<file path="src/rtl/i2c_eng_pkg.sv">
package i2c_eng_pkg;

  typedef enum logic [1:0] {
    OP_START  = 2'd0,
    OP_RSTART = 2'd1,
    OP_XFER   = 2'd2,
    OP_STOP   = 2'd3
  } op_e;

  typedef enum logic [4:0] {
    PH_IDLE,
    PH_SDA_FALL,
    PH_RS_LOW,
    PH_RS_REL,
    PH_TX_LOW,
    PH_TX_HIGH,
    PH_SA_LOW,
    PH_SA_WAIT,
    PH_SA_TAIL,
    PH_RX_LOW,
    PH_RX_HIGH,
    PH_MA_LOW,
    PH_MA_WAIT,
    PH_MA_TAIL,
    PH_SP_LOW,
    PH_SP_SCL,
    PH_SP_SDA
  } phase_e;

  function automatic logic uses_quarter(phase_e p);
    return (p == PH_SDA_FALL) || (p == PH_RS_REL) || (p == PH_SP_SCL);
  endfunction

endpackage

</file>
<file path="src/rtl/i2c_eng_timer.sv">
module i2c_eng_timer #(
  parameter int W = 8
) (
  input  logic         clk,
  input  logic         rst_n,
  input  logic         load,
  input  logic [W-1:0] len,
  output logic         zero
);

  logic [W-1:0] cnt_q;

  always_ff @(posedge clk or negedge rst_n) begin
    if (!rst_n)              cnt_q <= '0;
    else if (load)           cnt_q <= len - W'(1);
    else if (cnt_q != '0)    cnt_q <= cnt_q - W'(1);
  end

  assign zero = (cnt_q == '0);

  AST_TMR_FLOOR: assert property (@(posedge clk) disable iff (!rst_n)
    (zero && !load) |=> zero);
  AST_TMR_SPAN: assert property (@(posedge clk) disable iff (!rst_n)
    (load && (len > W'(1))) |=> !zero);

endmodule

</file>
<file path="src/rtl/i2c_eng_shreg.sv">
module i2c_eng_shreg #(
  parameter int W = 8
) (
  input  logic         clk,
  input  logic         rst_n,
  input  logic         load,
  input  logic [W-1:0] ld_val,
  input  logic         shift,
  input  logic         sin,
  output logic [W-1:0] q
);

  always_ff @(posedge clk or negedge rst_n) begin
    if (!rst_n)      q <= '0;
    else if (load)   q <= ld_val;
    else if (shift)  q <= {q[W-2:0], sin};
  end

endmodule

</file>
<file path="src/rtl/i2c_byte_engine.sv">
module i2c_byte_engine
  import i2c_eng_pkg::*;
#(
  parameter int CLK_MHZ = 50
) (
  input  logic       clk,
  input  logic       rst_n,
  input  logic       cmd_valid,
  output logic       cmd_ready,
  input  logic [1:0] cmd_op,
  input  logic [7:0] cmd_byte,
  input  logic       cmd_rd_ack,
  input  logic       fast_mode,
  input  logic       scl_in,
  input  logic       sda_in,
  output logic       scl_pull,
  output logic       sda_pull,
  output logic       done,
  output logic       ack_n,
  output logic [7:0] rx_data
);

  localparam int BYTE_W = 8;
  localparam int BC_W   = $clog2(BYTE_W);
  localparam int N_HALF = (CLK_MHZ * 5 < 1) ? 1 : CLK_MHZ * 5;
  localparam int N_QTR  = ((CLK_MHZ * 5) / 2 < 1) ? 1 : (CLK_MHZ * 5) / 2;
  localparam int F_HALF = ((CLK_MHZ * 13) / 10 < 1) ? 1 : (CLK_MHZ * 13) / 10;
  localparam int F_QTR  = ((CLK_MHZ * 6) / 10 < 1) ? 1 : (CLK_MHZ * 6) / 10;
  localparam int TW     = $clog2(N_HALF + 1);

  phase_e            ph_q, ph_nx;
  op_e               op;
  logic              adv, accept, last_bit, mode_now;
  logic              fast_q, dir_q, mack_q, ackn_q, done_q;
  logic              hold_scl_q, hold_sda_q;
  logic [BC_W-1:0]   bit_q;
  logic              tmr_load, tmr_zero;
  logic [TW-1:0]     tmr_len;
  logic              sh_load, sh_shift;
  logic [BYTE_W-1:0] sh_q;

  assign op        = op_e'(cmd_op);
  assign cmd_ready = (ph_q == PH_IDLE);
  assign accept    = cmd_valid && cmd_ready;
  assign last_bit  = (bit_q == '0);

  // successor phase
  always_comb begin
    ph_nx = ph_q;
    unique case (ph_q)
      PH_IDLE: begin
        unique case (op)
          OP_START:  ph_nx = PH_SDA_FALL;
          OP_RSTART: ph_nx = PH_RS_LOW;
          OP_XFER:   ph_nx = dir_q ? PH_RX_LOW : PH_TX_LOW;
          default:   ph_nx = PH_SP_LOW;
        endcase
      end
      PH_RS_LOW:   ph_nx = PH_RS_REL;
      PH_RS_REL:   ph_nx = PH_SDA_FALL;
      PH_SDA_FALL: ph_nx = PH_TX_LOW;
      PH_TX_LOW:   ph_nx = PH_TX_HIGH;
      PH_TX_HIGH:  ph_nx = last_bit ? PH_SA_LOW : PH_TX_LOW;
      PH_SA_LOW:   ph_nx = PH_SA_WAIT;
      PH_SA_WAIT:  ph_nx = PH_SA_TAIL;
      PH_RX_LOW:   ph_nx = PH_RX_HIGH;
      PH_RX_HIGH:  ph_nx = last_bit ? PH_MA_LOW : PH_RX_LOW;
      PH_MA_LOW:   ph_nx = PH_MA_WAIT;
      PH_MA_WAIT:  ph_nx = PH_MA_TAIL;
      PH_SP_LOW:   ph_nx = PH_SP_SCL;
      PH_SP_SCL:   ph_nx = PH_SP_SDA;
      default:     ph_nx = PH_IDLE;
    endcase
  end

  // when the current phase ends
  always_comb begin
    unique case (ph_q)
      PH_IDLE:                adv = cmd_valid;
      PH_SA_WAIT, PH_MA_WAIT: adv = scl_in;
      default:                adv = tmr_zero;
    endcase
  end

  assign mode_now = cmd_ready ? fast_mode : fast_q;
  assign tmr_load = adv && (ph_nx != PH_IDLE);
  always_comb begin
    if (uses_quarter(ph_nx)) tmr_len = mode_now ? TW'(F_QTR)  : TW'(N_QTR);
    else                     tmr_len = mode_now ? TW'(F_HALF) : TW'(N_HALF);
  end

  i2c_eng_timer #(.W(TW)) u_timer (
    .clk(clk), .rst_n(rst_n), .load(tmr_load), .len(tmr_len), .zero(tmr_zero)
  );

  assign sh_load  = accept && (op != OP_STOP) && !((op == OP_XFER) && dir_q);
  assign sh_shift = adv && ((ph_q == PH_TX_HIGH) || (ph_q == PH_RX_HIGH));

  i2c_eng_shreg #(.W(BYTE_W)) u_shreg (
    .clk(clk), .rst_n(rst_n), .load(sh_load), .ld_val(cmd_byte),
    .shift(sh_shift), .sin(sda_in), .q(sh_q)
  );

  always_ff @(posedge clk or negedge rst_n) begin
    if (!rst_n) begin
      ph_q       <= PH_IDLE;
      bit_q      <= '0;
      fast_q     <= 1'b0;
      dir_q      <= 1'b0;
      mack_q     <= 1'b0;
      ackn_q     <= 1'b1;
      done_q     <= 1'b0;
      hold_scl_q <= 1'b0;
      hold_sda_q <= 1'b0;
    end else begin
      if (adv) ph_q <= ph_nx;
      if (accept) begin
        bit_q  <= BC_W'(BYTE_W - 1);
        fast_q <= fast_mode;
        if ((op == OP_START) || (op == OP_RSTART)) dir_q <= cmd_byte[0];
        if (op == OP_XFER) mack_q <= cmd_rd_ack;
      end else if (sh_shift) begin
        bit_q <= bit_q - BC_W'(1);
      end
      if (adv && (ph_q == PH_SA_WAIT)) ackn_q <= sda_in;
      done_q <= adv && ((ph_q == PH_SA_TAIL) || (ph_q == PH_MA_TAIL) ||
                        (ph_q == PH_SP_SDA));
      if (!cmd_ready) begin
        hold_scl_q <= scl_pull;
        hold_sda_q <= sda_pull;
      end
    end
  end

  // line levels per phase
  always_comb begin
    unique case (ph_q)
      PH_IDLE:                 {scl_pull, sda_pull} = {hold_scl_q, hold_sda_q};
      PH_SDA_FALL:             {scl_pull, sda_pull} = 2'b01;
      PH_RS_LOW, PH_SA_LOW,
      PH_RX_LOW:               {scl_pull, sda_pull} = 2'b10;
      PH_TX_LOW:               {scl_pull, sda_pull} = {1'b1, ~sh_q[BYTE_W-1]};
      PH_TX_HIGH:              {scl_pull, sda_pull} = {1'b0, ~sh_q[BYTE_W-1]};
      PH_MA_LOW:               {scl_pull, sda_pull} = {1'b1, mack_q};
      PH_MA_WAIT, PH_MA_TAIL:  {scl_pull, sda_pull} = {1'b0, mack_q};
      PH_SP_LOW:               {scl_pull, sda_pull} = 2'b11;
      PH_SP_SCL:               {scl_pull, sda_pull} = 2'b01;
      default:                 {scl_pull, sda_pull} = 2'b00;
    endcase
  end

  assign done    = done_q;
  assign ack_n   = ackn_q;
  assign rx_data = sh_q;

  AST_BUSY_AFTER_TAKE: assert property (@(posedge clk) disable iff (!rst_n)
    (cmd_valid && cmd_ready) |=> !cmd_ready);
  AST_DONE_SINGLE: assert property (@(posedge clk) disable iff (!rst_n)
    done |=> !done);
  AST_DONE_READY: assert property (@(posedge clk) disable iff (!rst_n)
    done |-> cmd_ready);
  AST_STRETCH_HELD: assert property (@(posedge clk) disable iff (!rst_n)
    (((ph_q == PH_SA_WAIT) || (ph_q == PH_MA_WAIT)) && !scl_in) |=> (ph_q == $past(ph_q)));
  AST_SDA_ONLY_FRAMING: assert property (@(posedge clk) disable iff (!rst_n)
    (!scl_pull && !$past(scl_pull) && (sda_pull != $past(sda_pull)))
      |-> ((ph_q == PH_SDA_FALL) || (ph_q == PH_SP_SDA)));
  AST_IDLE_LINES: assert property (@(posedge clk) disable iff (!rst_n)
    (cmd_ready && $past(cmd_ready)) |-> ($stable(scl_pull) && $stable(sda_pull)));

endmodule

</file>
<file path="config.mk">
export PLATFORM = sky130hd
export DESIGN_NAME = i2c_byte_engine
export DESIGN_NICKNAME = d
export VERILOG_FILES = /design/src/rtl/i2c_eng_pkg.sv /design/src/rtl/i2c_eng_timer.sv /design/src/rtl/i2c_eng_shreg.sv /design/src/rtl/i2c_byte_engine.sv
export SDC_FILE = /design/constraint.sdc
export NUM_CORES = 1
export LEC_CHECK = 0
export BUFFER_PORTS_ARGS = -buffer_cell sky130_fd_sc_hd__buf_4
export CORE_ASPECT_RATIO = 0.9
export CORE_MARGIN = 4
export CORE_UTILIZATION = 55
export CTS_CLUSTER_DIAMETER = 30
export DETAILED_ROUTE_END_ITERATION = 6
export GPL_TIMING_DRIVEN = 0
export PLACE_DENSITY = 0.87
export SYNTH_ARGS = -nofsm -noshare
export SYNTH_HDL_FRONTEND = slang
export SYNTH_HIERARCHICAL = 1
export SYNTH_SLANG_ARGS = --single-unit
</file>
<file path="constraint.sdc">
create_clock -name clk -period 5.8 [get_ports clk]
set_input_delay 1.45 -clock clk [delete_from_list [all_inputs] [get_ports clk]]
set_output_delay 1.45 -clock clk [all_outputs]
set_load 0.02 [all_outputs]
</file>
==> impl_summary.md, run 1 <==
Outcome
The flow ran to the end, and the final reports show no timing, DRC or antenna violations.

Final layout
The count of filler cells inserted in the layout is 299. The net count of the finished layout is 294. The fraction of layout instances using a drive strength above 1 is 30.5%. After the flow finishes, the layout carries non-filler instances totaling 318. The area growth from synthesis to final layout is 17.3%.

The number of antenna cells inserted is 0.

Critical path
The critical setup path kind is flop to flop. The stage delay of the slowest cell on the critical path is 0.53 ns. The most numerous cell type found on the critical path is sky130_fd_sc_hd__buf_6.

STA classifies the critical path endpoint as a flop. The arrival time at the worst endpoint is 4.11 ns. The cell with the largest stage delay on the worst path is sky130_fd_sc_hd__or4_4. The required time at the endpoint of the critical path is 5.97 ns. The number of cells on the worst reg-to-reg path is 15. The beginning of the worst register-to-register path is u_timer/cnt_q[2]$_DFFE_PN0P_. STA classifies the critical path startpoint as a flop.

The terminus of the critical flop-to-flop path is u_timer/cnt_q[4]$_DFFE_PN0P_. In this run the register-to-register setup slack is 1.86 ns. Traced cell by cell, the critical path runs through or4_4, buf_6, nor2_8, o41ai_2, a311oi_2, a2111oi_4, buf_6, a311oi_2, buf_2, buf_6, mux2i_1, ha_1, o21ai_0, xnor2_1, a22o_1. Along the worst path, the maximum fanout reaches 10.

Timing
The final sum of negative setup slack is 0 ns. The count of final hold-check violations was 0. The worst path uses 67.9% of the clock period. Setup repair after global routing left no endpoint under its margin. The worst slew margin relative to its limit is 58.9%.

The achievable frequency is 254 MHz. At the pin with the least slew margin, the transition time is 0.609 ns. The total count of max-transition violations in the final report is 0. Between clock sinks in the finished design, the worst skew comes to 0.0148 ns. After layout, the minimum clock period comes to 3.94 ns.

Setup violations remaining at the end of the flow were counted as 0.

Yosys
The sequential element share of the synthesized area is 34.8%. In the post-synthesis netlist, the biggest area contributors are sky130_fd_sc_hd__dfrtp_1 34%, sky130_fd_sc_hd__mux2i_1 5.4%, sky130_fd_sc_hd__nand2_1 4.4%. The Yosys warning count is 6.

The distinct cell type count of the synthesized netlist is 63. The mapped netlist covers 2240 um2. The commonest cells after synthesis are 30 x sky130_fd_sc_hd__dfrtp_1, 26 x sky130_fd_sc_hd__nand2_1, 15 x sky130_fd_sc_hd__nor2_1, 12 x sky130_fd_sc_hd__mux2i_1. The cell taking the most area after synthesis is sky130_fd_sc_hd__dfrtp_1. The mean instance size in the synthesized netlist is 9.51 um2.

sky130_fd_sc_hd__dfrtp_1 is the most common cell in the netlist. Summed over its instances, the top area cell type makes up 33.6% of the synthesized netlist area. The post-synth net total is 258. The proportion of synthesized flip-flops having asynchronous set or reset is 100%. The post-synthesis instance total is 235. The flip-flop and latch count after synthesis is 31. Counting flops with a built-in enable in the synthesized netlist gives 0.

Among all flip-flop cells after synthesis, the most frequent one is sky130_fd_sc_hd__dfrtp_1.

Global routing
The number of antenna violations at the first check in global routing is 0. The first global-routing pass estimated 8340 um of wire. In the global route stage, overall resource usage came out at 21.5%.

Entering global routing, the biggest net connects 32 pins. For this run the aggregate overflow at the end of global routing stands at 0. The number of global-route vias before repair is 1788.

Drt
The total iterations of the first detailed-routing run is 4. In the routed design, unresolved DRC markers number 0. After detailed routing, the number of vias per cell comes to 5.97. Detailed routing inserted a total of 1898 vias. Summed over all layers, the routed wires come to 5000 um.

The detail route stage leaves a number of antenna-violating nets equal to 0. The initial detailed-routing violation count is 149. The wire length per cell after detailed routing is 15.7 um.

Floorplanning
After floorplanning, the core was sized to cover 3810 um2. Once the floorplan was initialized, standard cells occupied 58.7% of the core. The boundary pin count is 30. The full die area is 5150 um2.

The floorplan has 21 rows. Measured along the x axis, the die boundary spans 75.2 um. The die outline height is 68.5 um.

Hold path
The beginning of the worst hold path is fast_q$_DFFE_PN0P_. For hold timing, the worst endpoint is fast_q$_DFFE_PN0P_. The count of cells along the worst hold path is 2. The path class of the tightest hold or removal check is flop to flop.

Power
The analysis attributes to cell leakage a power of 1.17 nW. The areal power density over the cells is 606 nW/um2. The peak supply drop is 0.274 mV.

Place
The number of cells in the design after placement is 310. The estimated wirelength of the detail-placed design is 3750 um. The weighted congestion reported at the end of routability-driven placement is 0.859. The number of port buffers is 29.

Clocking
The H-tree was split into 2 levels. Counting along the longest clock path gives a buffer depth of 2. In this run, post-CTS hold repair placed 0 buffers. The clock sink total is 31.

Clock-pin slew was measured on the worst setup and hold paths at 0.07 ns. In this run the post-CTS setup repair buffer count came out at 0. The worst-skew pair later-pin latency is 0.29 ns. Buffers inserted during clock tree synthesis total 5. The TritonCTS clock tree is built.

The number of gates resized after CTS is 0. The buffer type at the clock tree root is sky130_fd_sc_hd__clkbuf_8.

Job
The number of maximum-capacitance constraint violations is 0.
## layout by cell type (no fill, tap or decap), types with 4 or more instances in the layout
| master | instances |
|---|---|
| sky130_fd_sc_hd__nand2_2 | 4 |
| sky130_fd_sc_hd__clkbuf_8 | 5 |
| sky130_fd_sc_hd__inv_1 | 10 |
| sky130_fd_sc_hd__buf_4 | 30 |
| sky130_fd_sc_hd__nand2b_1 | 5 |
| sky130_fd_sc_hd__nor2_1 | 15 |
| sky130_fd_sc_hd__o21ai_0 | 8 |
| sky130_fd_sc_hd__a21oi_1 | 6 |
| sky130_fd_sc_hd__o21ai_2 | 4 |
| sky130_fd_sc_hd__nor3_1 | 8 |
| sky130_fd_sc_hd__nand2_1 | 26 |
| sky130_fd_sc_hd__dfrtp_1 | 30 |
| sky130_fd_sc_hd__mux2i_1 | 12 |
| sky130_fd_sc_hd__ha_1 | 6 |
| sky130_fd_sc_hd__buf_2 | 7 |
| sky130_fd_sc_hd__xnor2_1 | 6 |
| sky130_fd_sc_hd__o21ai_1 | 10 |
| sky130_fd_sc_hd__buf_6 | 7 |
## per-layer routing
| metal | track usage, % | vias to the layer above | wire, um |
|---|---|---|---|
| met2 | 33.8 | 63 | 2320 |
| met4 | 7.42 | 0 | 78 |
| met3 | 4.99 | 11 | 359 |
| met1 | 29.0 | 906 | 2240 |
| li1 | - | 918 | - |
| met5 | 0 | - | 0 |
## registers in the layout, summed over array words and instances, names as in the netlist
signal and flops:
bit_q 3, hold_sda_q 1, done 1, fast_q 1
u_shreg/q 8, dir_q 1, ack_n 1, hold_scl_q 1
ph_q 5, u_timer/cnt_q 8, mack_q 1
## through the flow
step	instance area (um2)	power, mW	setup slack, ns	utilization [%]	hold WS, ns
3_5_place_dp	2510	1.37	1.80	65.9	0.461
3_3_place_gp	2510	1.34	1.83	65.9	0.455
5_1_grt	2620	1.71	1.64	68.9	0.517
4_1_cts	2620	1.59	1.90	68.9	0.478
6_report	2620	1.59	1.86	68.9	0.477
2_1_floorplan	2240	1.13	2.20	-	0.442
## final cells by class
| type | count | area [um2] | share of cell area [%] |
|---|---|---|---|
| tap | 46 | 57.6 | 2.19 |
| clock buffer | 5 | 68.8 | 2.62 |
| inverter | 10 | 37.5 | 1.43 |
| timing repair buffer | 29 | 218 | 8.30 |
| multi-input combinational | 178 | 1300 | 49.4 |
| clock inverter | 3 | 43.8 | 1.67 |
| sequential | 31 | 777 | 29.6 |
| buffer | 16 | 125 | 4.77 |
## worst max-delay path, delay by kind of cell, from the launching register on
kind / cells / cell delay (ns)
AOI/OAI and AO/OA: 6 / 1.31
xor gates and xnor gates: 1 / 0.16
adders and majority gates: 1 / 0.26
buffers and inverters: 4 / 0.76
DFF: 1 / 0.42
muxes: 1 / 0.19
and+or+nand+nor: 2 / 0.72
## worst max path at each step
| stage | start | to | slack (ns) | cells after the start |
|---|---|---|---|---|
| floorplan | cmd_op[0] | u_timer/cnt_q[4]$_DFFE_PN0P_ | 2.20 | 11 |
| global placement | cmd_op[0] | u_timer/cnt_q[4]$_DFFE_PN0P_ | 1.83 | 12 |
| detailed placement | cmd_op[0] | u_timer/cnt_q[4]$_DFFE_PN0P_ | 1.80 | 12 |
| CTS | u_timer/cnt_q[3]$_DFFE_PN0P_ | u_timer/cnt_q[4]$_DFFE_PN0P_ | 1.90 | 15 |
| global route | u_timer/cnt_q[2]$_DFFE_PN0P_ | u_timer/cnt_q[4]$_DFFE_PN0P_ | 1.64 | 15 |
| finish | u_timer/cnt_q[2]$_DFFE_PN0P_ | u_timer/cnt_q[4]$_DFFE_PN0P_ | 1.86 | 15 |
## power by group
group,total (mW),switching (mW),internal [mW]
logic,0.975,0.559,0.416
registers,0.403,0.0844,0.319
clock network,0.212,0.0841,0.128
## kinds of logic (layout without fill, tap and decap cells)
kind of cell	after synthesis	count (layout)	synth area share, %
fa+ha+maj	6	6	3.36
buf+inv	26	63	7.27
mux	16	16	7.39
compound gates	63	63	22.6
flops	31	31	34.8
simple gates	84	84	21.1
xor+xnor	9	9	3.53
Power figures use the tool's default switching activity.
==> run 2, diff against run 1 <==
--- a/config.mk
+++ b/config.mk
@@ -5,14 +5,15 @@
 export SDC_FILE = /design/constraint.sdc
 export NUM_CORES = 1
 export LEC_CHECK = 0
+export ABC_AREA = 1
 export BUFFER_PORTS_ARGS = -buffer_cell sky130_fd_sc_hd__buf_4
 export CORE_ASPECT_RATIO = 0.9
 export CORE_MARGIN = 4
-export CORE_UTILIZATION = 55
+export CORE_UTILIZATION = 52
 export CTS_CLUSTER_DIAMETER = 30
 export DETAILED_ROUTE_END_ITERATION = 6
 export GPL_TIMING_DRIVEN = 0
-export PLACE_DENSITY = 0.87
+export PLACE_DENSITY = 0.86
 export SYNTH_ARGS = -nofsm -noshare
 export SYNTH_HDL_FRONTEND = slang
 export SYNTH_HIERARCHICAL = 1
==> constraint.sdc (replaced) <==
create_clock -name clk -period 3.29 [get_ports clk]
set_input_delay 0.8225 -clock clk [delete_from_list [all_inputs] [get_ports clk]]
set_output_delay 0.8225 -clock clk [all_outputs]
set_load 0.02 [all_outputs]
==> run 2 against run 1 <==
  * Sequential power down 5.5%
  * Fmax up 32%
  * Largest power group is now sequential cells
  * Synthesized cell count up 34%
  * Highest routed layer unchanged
  * Largest cell class unchanged
  * Via count up 15%
==> impl_summary.md, run 2 <==
Place
The weighted congestion reported at the end of routability-driven placement is 1.00 (was 0.859). The number of port buffers is 29 (unchanged). The number of cells in the design after placement is 393 (was 310). The estimated wirelength of the detail-placed design is 4160 um (was 3750 um). The pre-CTS setup slack is 0.211 ns (was 1.80 ns).

Global routing
The number of global-route vias before repair is 2017 (was 1788). The number of antenna violations at the first check in global routing is 0 (unchanged). The most utilized layer in the global route result is met2 (unchanged). The met2 routing resource usage after global routing came to 36.0% (was 33.8%).

The remaining global-route overflow was 0 (unchanged). The global router's overall resource usage was 21.8% (was 21.5%). The routing usage on met3 is 5.84% (was 4.99%).

The met1 track demand over resource in global routing is 28.4% (was 29.0%). The pin count of the biggest net entering global routing was 32 (unchanged). The first-pass GRT wire length is 9260 um (was 8340 um).

Timing
The total count of max-transition violations in the final report is 0 (unchanged). The final cycle utilization of the critical path is 90.4% (was 67.9%). The measured slew at the worst slew-check pin is 0.423 ns (was 0.609 ns). The count of final hold-check violations is 0 (unchanged). The worst slew margin relative to its limit came to 71.6% (was 58.9%).

The number of failing setup endpoints in the final timing report is 0 (unchanged). The post-layout minimum cycle time is 2.98 ns (was 3.94 ns). The achievable frequency is 336 MHz (was 254 MHz). Setup repair after global routing missed its margin: no (unchanged). The final sum of negative setup slack is 0 ns (unchanged). The final clock skew was 0.00413 ns (was 0.0148 ns). The worst setup margin is 0.315 ns (was 1.86 ns).

Final layout
The number of nets at the end of the flow is 375 (was 294). Leading cell types in the layout, fill and taps excluded: 89 x sky130_fd_sc_hd__nand2_1, 48 x sky130_fd_sc_hd__inv_1, 38 x sky130_fd_sc_hd__nor2_1 (was 30 x sky130_fd_sc_hd__buf_4, 30 x sky130_fd_sc_hd__dfrtp_1, 26 x sky130_fd_sc_hd__nand2_1). The area of all sequential standard cells came to 777 um2 (unchanged).

The area growth from synthesis to final layout is 16.8% (was 17.3%). The count of filler cells inserted in the layout is 373 (was 299). The area of combinational cells with multiple inputs is 1150 um2 (was 1300 um2). The fraction of layout instances using a drive strength above 1 came to 21.2% (was 30.5%). The number of antenna cells inserted is 0 (unchanged). The final core utilization is 62.6% (was 68.9%). Largest registers in the final layout: u_shreg/q x8, u_timer/cnt_q x8, ph_q x5 (unchanged). The most common cell after layout, fill and taps aside is sky130_fd_sc_hd__nand2_1. The final instance count without filler cells was 401 (was 318).

Drt
The wire length per cell after detailed routing is 13.3 um (was 15.7 um). The via count normalized by instance count is 5.43 (was 5.97). The number of nets with antenna violations after routing is 0 (unchanged). The initial detailed-routing violation count is 250 (was 149).

The via total after detailed routing came to 2177 (was 1898). The routed wire length is 5320 um (was 5000 um). The total iterations of the first detailed-routing run is 5 (was 4). The number of remaining DRC errors is 0 (unchanged).

Floorplanning
The starting density of the core is 53.6% (was 58.7%). The area inside the core boundary is 4070 um2 (was 3810 um2). The full die area came to 5300 um2 (was 5150 um2).

The chip width was 76.3 um (was 75.2 um). The die outline height is 69.5 um (was 68.5 um). The placement row count is 22 (was 21).

The boundary pin count was 30 (unchanged).

Yosys
The distinct cell type count of the synthesized netlist is 31 (was 63). The flip-flop and latch count after synthesis is 31 (unchanged). The flip-flop cell with the highest count after synthesis is sky130_fd_sc_hd__dfrtp_1 (unchanged). The library cell with the highest instance count after synthesis is sky130_fd_sc_hd__nand2_1 (was sky130_fd_sc_hd__dfrtp_1). The mean instance size in the synthesized netlist came to 6.91 um2 (was 9.51 um2).

The Yosys warning count is 6 (unchanged). Most area-consuming cells after synthesis: sky130_fd_sc_hd__dfrtp_1 34%, sky130_fd_sc_hd__nand2_1 15%, sky130_fd_sc_hd__inv_1 8.2% (was sky130_fd_sc_hd__dfrtp_1 34%, sky130_fd_sc_hd__mux2i_1 5.4%, sky130_fd_sc_hd__nand2_1 4.4%). Synth cell count leaders: 89 x sky130_fd_sc_hd__nand2_1, 48 x sky130_fd_sc_hd__inv_1, 38 x sky130_fd_sc_hd__nor2_1, 32 x sky130_fd_sc_hd__nand3_1, 30 x sky130_fd_sc_hd__dfrtp_1 (was 30 x sky130_fd_sc_hd__dfrtp_1, 26 x sky130_fd_sc_hd__nand2_1, 15 x sky130_fd_sc_hd__nor2_1, 12 x sky130_fd_sc_hd__mux2i_1).

The total standard cell area after synthesis is 2180 um2 (was 2240 um2). The share of the synthesized area in the top cell type is 34.4% (was 33.6%). The cell taking the most area after synthesis is sky130_fd_sc_hd__dfrtp_1 (unchanged). The post-synthesis instance total is 316 (was 235).

The proportion of synthesized flip-flops having asynchronous set or reset was 100% (unchanged). The post-synth net total is 339 (was 258). The sequential element share of the synthesized area is 35.6% (was 34.8%). The count of flip-flops with a built-in enable after synthesis came to 0 (unchanged).

Power
The areal power density over the cells is 278 nW/um2 (was 606 nW/um2). The fraction of power consumed by the clock network came to 42.6% (was 13.3%). The switching component of the power was 0.169 mW (was 0.727 mW). The final total power is 0.710 mW (was 1.59 mW).

The relative contribution of combinational cells to total power is 3.7% (was 61.3%). The switching part of the total was 23.8% (was 45.7%). The peak supply drop came to 0.202 mV (was 0.274 mV). The total internal power is 0.541 mW (was 0.863 mW). The sequential group share of total power was 53.7% (was 25.4%). The leakage power is 1.45 nW (was 1.17 nW).

Clocking
The worst-case clock buffer depth is 2 (unchanged). The buffer count from post-CTS setup fixing is 0 (unchanged). The buffer type at the clock tree root is sky130_fd_sc_hd__clkbuf_8 (unchanged).

The quantity of hold-fixing buffers added after cts is 0 (unchanged). The worst-skew pair later-pin latency is 0.29 ns (about the same). The number of gates resized after CTS is 0 (unchanged). The number of levels in the clock H-tree came to 2 (unchanged).

The clock-pin slew of the registers on the worst-case setup and hold paths is 0.07 ns (about the same). The clock sink total is 31 (unchanged). The number of buffers inserted during clock tree synthesis is 5 (unchanged). The TritonCTS clock tree is built (unchanged).

Critical path
The stage delay of the slowest cell on the critical path is 0.43 ns (was 0.53 ns). The startpoint type of the worst setup path is a flop (unchanged). The cell with the largest stage delay on the worst path is sky130_fd_sc_hd__dfrtp_1 (was sky130_fd_sc_hd__or4_4). The critical setup path kind is flop to flop (unchanged). The top fanout value on the critical path came to 10 (unchanged). The beginning of the worst register-to-register path is ph_q[4]$_DFFE_PN0P_ (was u_timer/cnt_q[2]$_DFFE_PN0P_). Sequence of cells on the critical path: inv_2, buf_6, nand2_1, nor2_1, nand2_2, nand2_1, nand2_1, nand2_1, nor2_1, nand2_1, nand3_1, ha_1, nand2_1, o21ai_1, inv_1, ha_1, inv_1, a21oi_1, o21ai_0, inv_1 (was or4_4, buf_6, nor2_8, o41ai_2, a311oi_2, a2111oi_4, buf_6, a311oi_2, buf_2, buf_6, mux2i_1, ha_1, o21ai_0, xnor2_1, a22o_1). The total buffers and inverters traversed by the critical path is 5 (was 4). The launching element of the worst setup path is ph_q[4]$_DFFE_PN0P_ (was u_timer/cnt_q[2]$_DFFE_PN0P_). The slack of the worst reg-to-reg path was 0.31 ns (was 1.86 ns). The arrival time at the worst endpoint is 3.16 ns (was 4.11 ns). The kind of end point of the critical path is a flop (unchanged). The worst-case reg-to-reg path depth is 20 (was 15). The cell with the most instances on the worst path is sky130_fd_sc_hd__nand2_1 (was sky130_fd_sc_hd__buf_6).

The required time at the endpoint of the critical path is 3.48 ns (was 5.97 ns). The critical path's top delay family is simple AND/OR/NAND/NOR gates (was compound AO/OA/AOI/OAI gates). The terminus of the critical flop-to-flop path is u_timer/cnt_q[2]$_DFFE_PN0P_ (was u_timer/cnt_q[4]$_DFFE_PN0P_).

Outcome
Result of the run: completed (unchanged).

Hold path
The class of the most critical hold timing path is input pin to async pin (was flop to flop).

Job
The number of maximum-capacitance constraint violations is 0 (unchanged).
run 2: layout make-up:
type | instances | share of cell area (%)
multi-input combinational | 227 | 45.1
sequential | 31 | 30.5
timing repair buffer | 29 | 8.53
inverter | 53 | 7.85
clock buffer | 5 | 2.70
tap | 48 | 2.35
buffer | 5 | 2.21
clock inverter | 3 | 0.785
run 2: worst register-to-register path: stages (launching register included):
cell and delay (ns):
sky130_fd_sc_hd__dfrtp_1 0.43, sky130_fd_sc_hd__inv_2 0.09, sky130_fd_sc_hd__buf_6 0.14, sky130_fd_sc_hd__nand2_1 0.08, sky130_fd_sc_hd__nor2_1 0.21, sky130_fd_sc_hd__nand2_2 0.09, sky130_fd_sc_hd__nand2_1 0.17, sky130_fd_sc_hd__nand2_1 0.07
sky130_fd_sc_hd__nand2_1 0.11, sky130_fd_sc_hd__nor2_1 0.05, sky130_fd_sc_hd__nand2_1 0.07, sky130_fd_sc_hd__nand3_1 0.08, sky130_fd_sc_hd__ha_1 0.30, sky130_fd_sc_hd__nand2_1 0.05, sky130_fd_sc_hd__o21ai_1 0.23, sky130_fd_sc_hd__inv_1 0.09
sky130_fd_sc_hd__ha_1 0.24, sky130_fd_sc_hd__inv_1 0.09, sky130_fd_sc_hd__a21oi_1 0.05, sky130_fd_sc_hd__o21ai_0 0.16, sky130_fd_sc_hd__inv_1 0.05
run 2: per-layer routing:
layer  vias to the layer above  wire length [um]
li1                       1071                 -
met4                         0                73
met1                      1004              2320
met2                        94              2500
met5                         -                 0
met3                         8               424
run 2: how the worst max path moves through the flow:
stage | to | slack, ns | cells after the start
floorplan | u_timer/cnt_q[4]$_DFFE_PN0P_ | 0.65 | 16
global placement | u_timer/cnt_q[4]$_DFFE_PN0P_ | 0.24 | 17
detailed placement | u_timer/cnt_q[4]$_DFFE_PN0P_ | 0.21 | 17
CTS | u_timer/cnt_q[2]$_DFFE_PN0P_ | 0.35 | 20
global route | u_timer/cnt_q[2]$_DFFE_PN0P_ | 0.07 | 20
finish | u_timer/cnt_q[2]$_DFFE_PN0P_ | 0.31 | 20
run 2: cells by family (layout without fill, tap and decap cells):
| logic type | Yosys count | after routing | share of synthesized area, % |
|---|---|---|---|
| AND/OR/NAND/NOR | 193 | 193 | 41.3 |
| buffers and inverters | 58 | 95 | 11.7 |
| flip-flops | 31 | 31 | 35.6 |
| AO/OA/AOI/OAI | 28 | 28 | 7.96 |
| adder cells (fa/ha/maj) | 6 | 6 | 3.44 |
run 2: power by group through the flow:
stage	Clock [mW]	Combinational (mW)	Sequential (mW)
floorplan	0	0.00193	0.388
global placement	0	0.0268	0.388
detailed placement	0	0.0271	0.388
CTS	0.309	0.0271	0.381
global route	0.327	0.0305	0.381
finish	0.302	0.0264	0.381
run 2: per-stage QoR:
stage / hold WS [ns] / cell area [um2]
floorplan: 0.441 / 2180
finish: 0.448 / 2550
global placement: 0.452 / 2460
global route: 0.476 / 2550
detailed placement: 0.466 / 2460
CTS: 0.455 / 2550
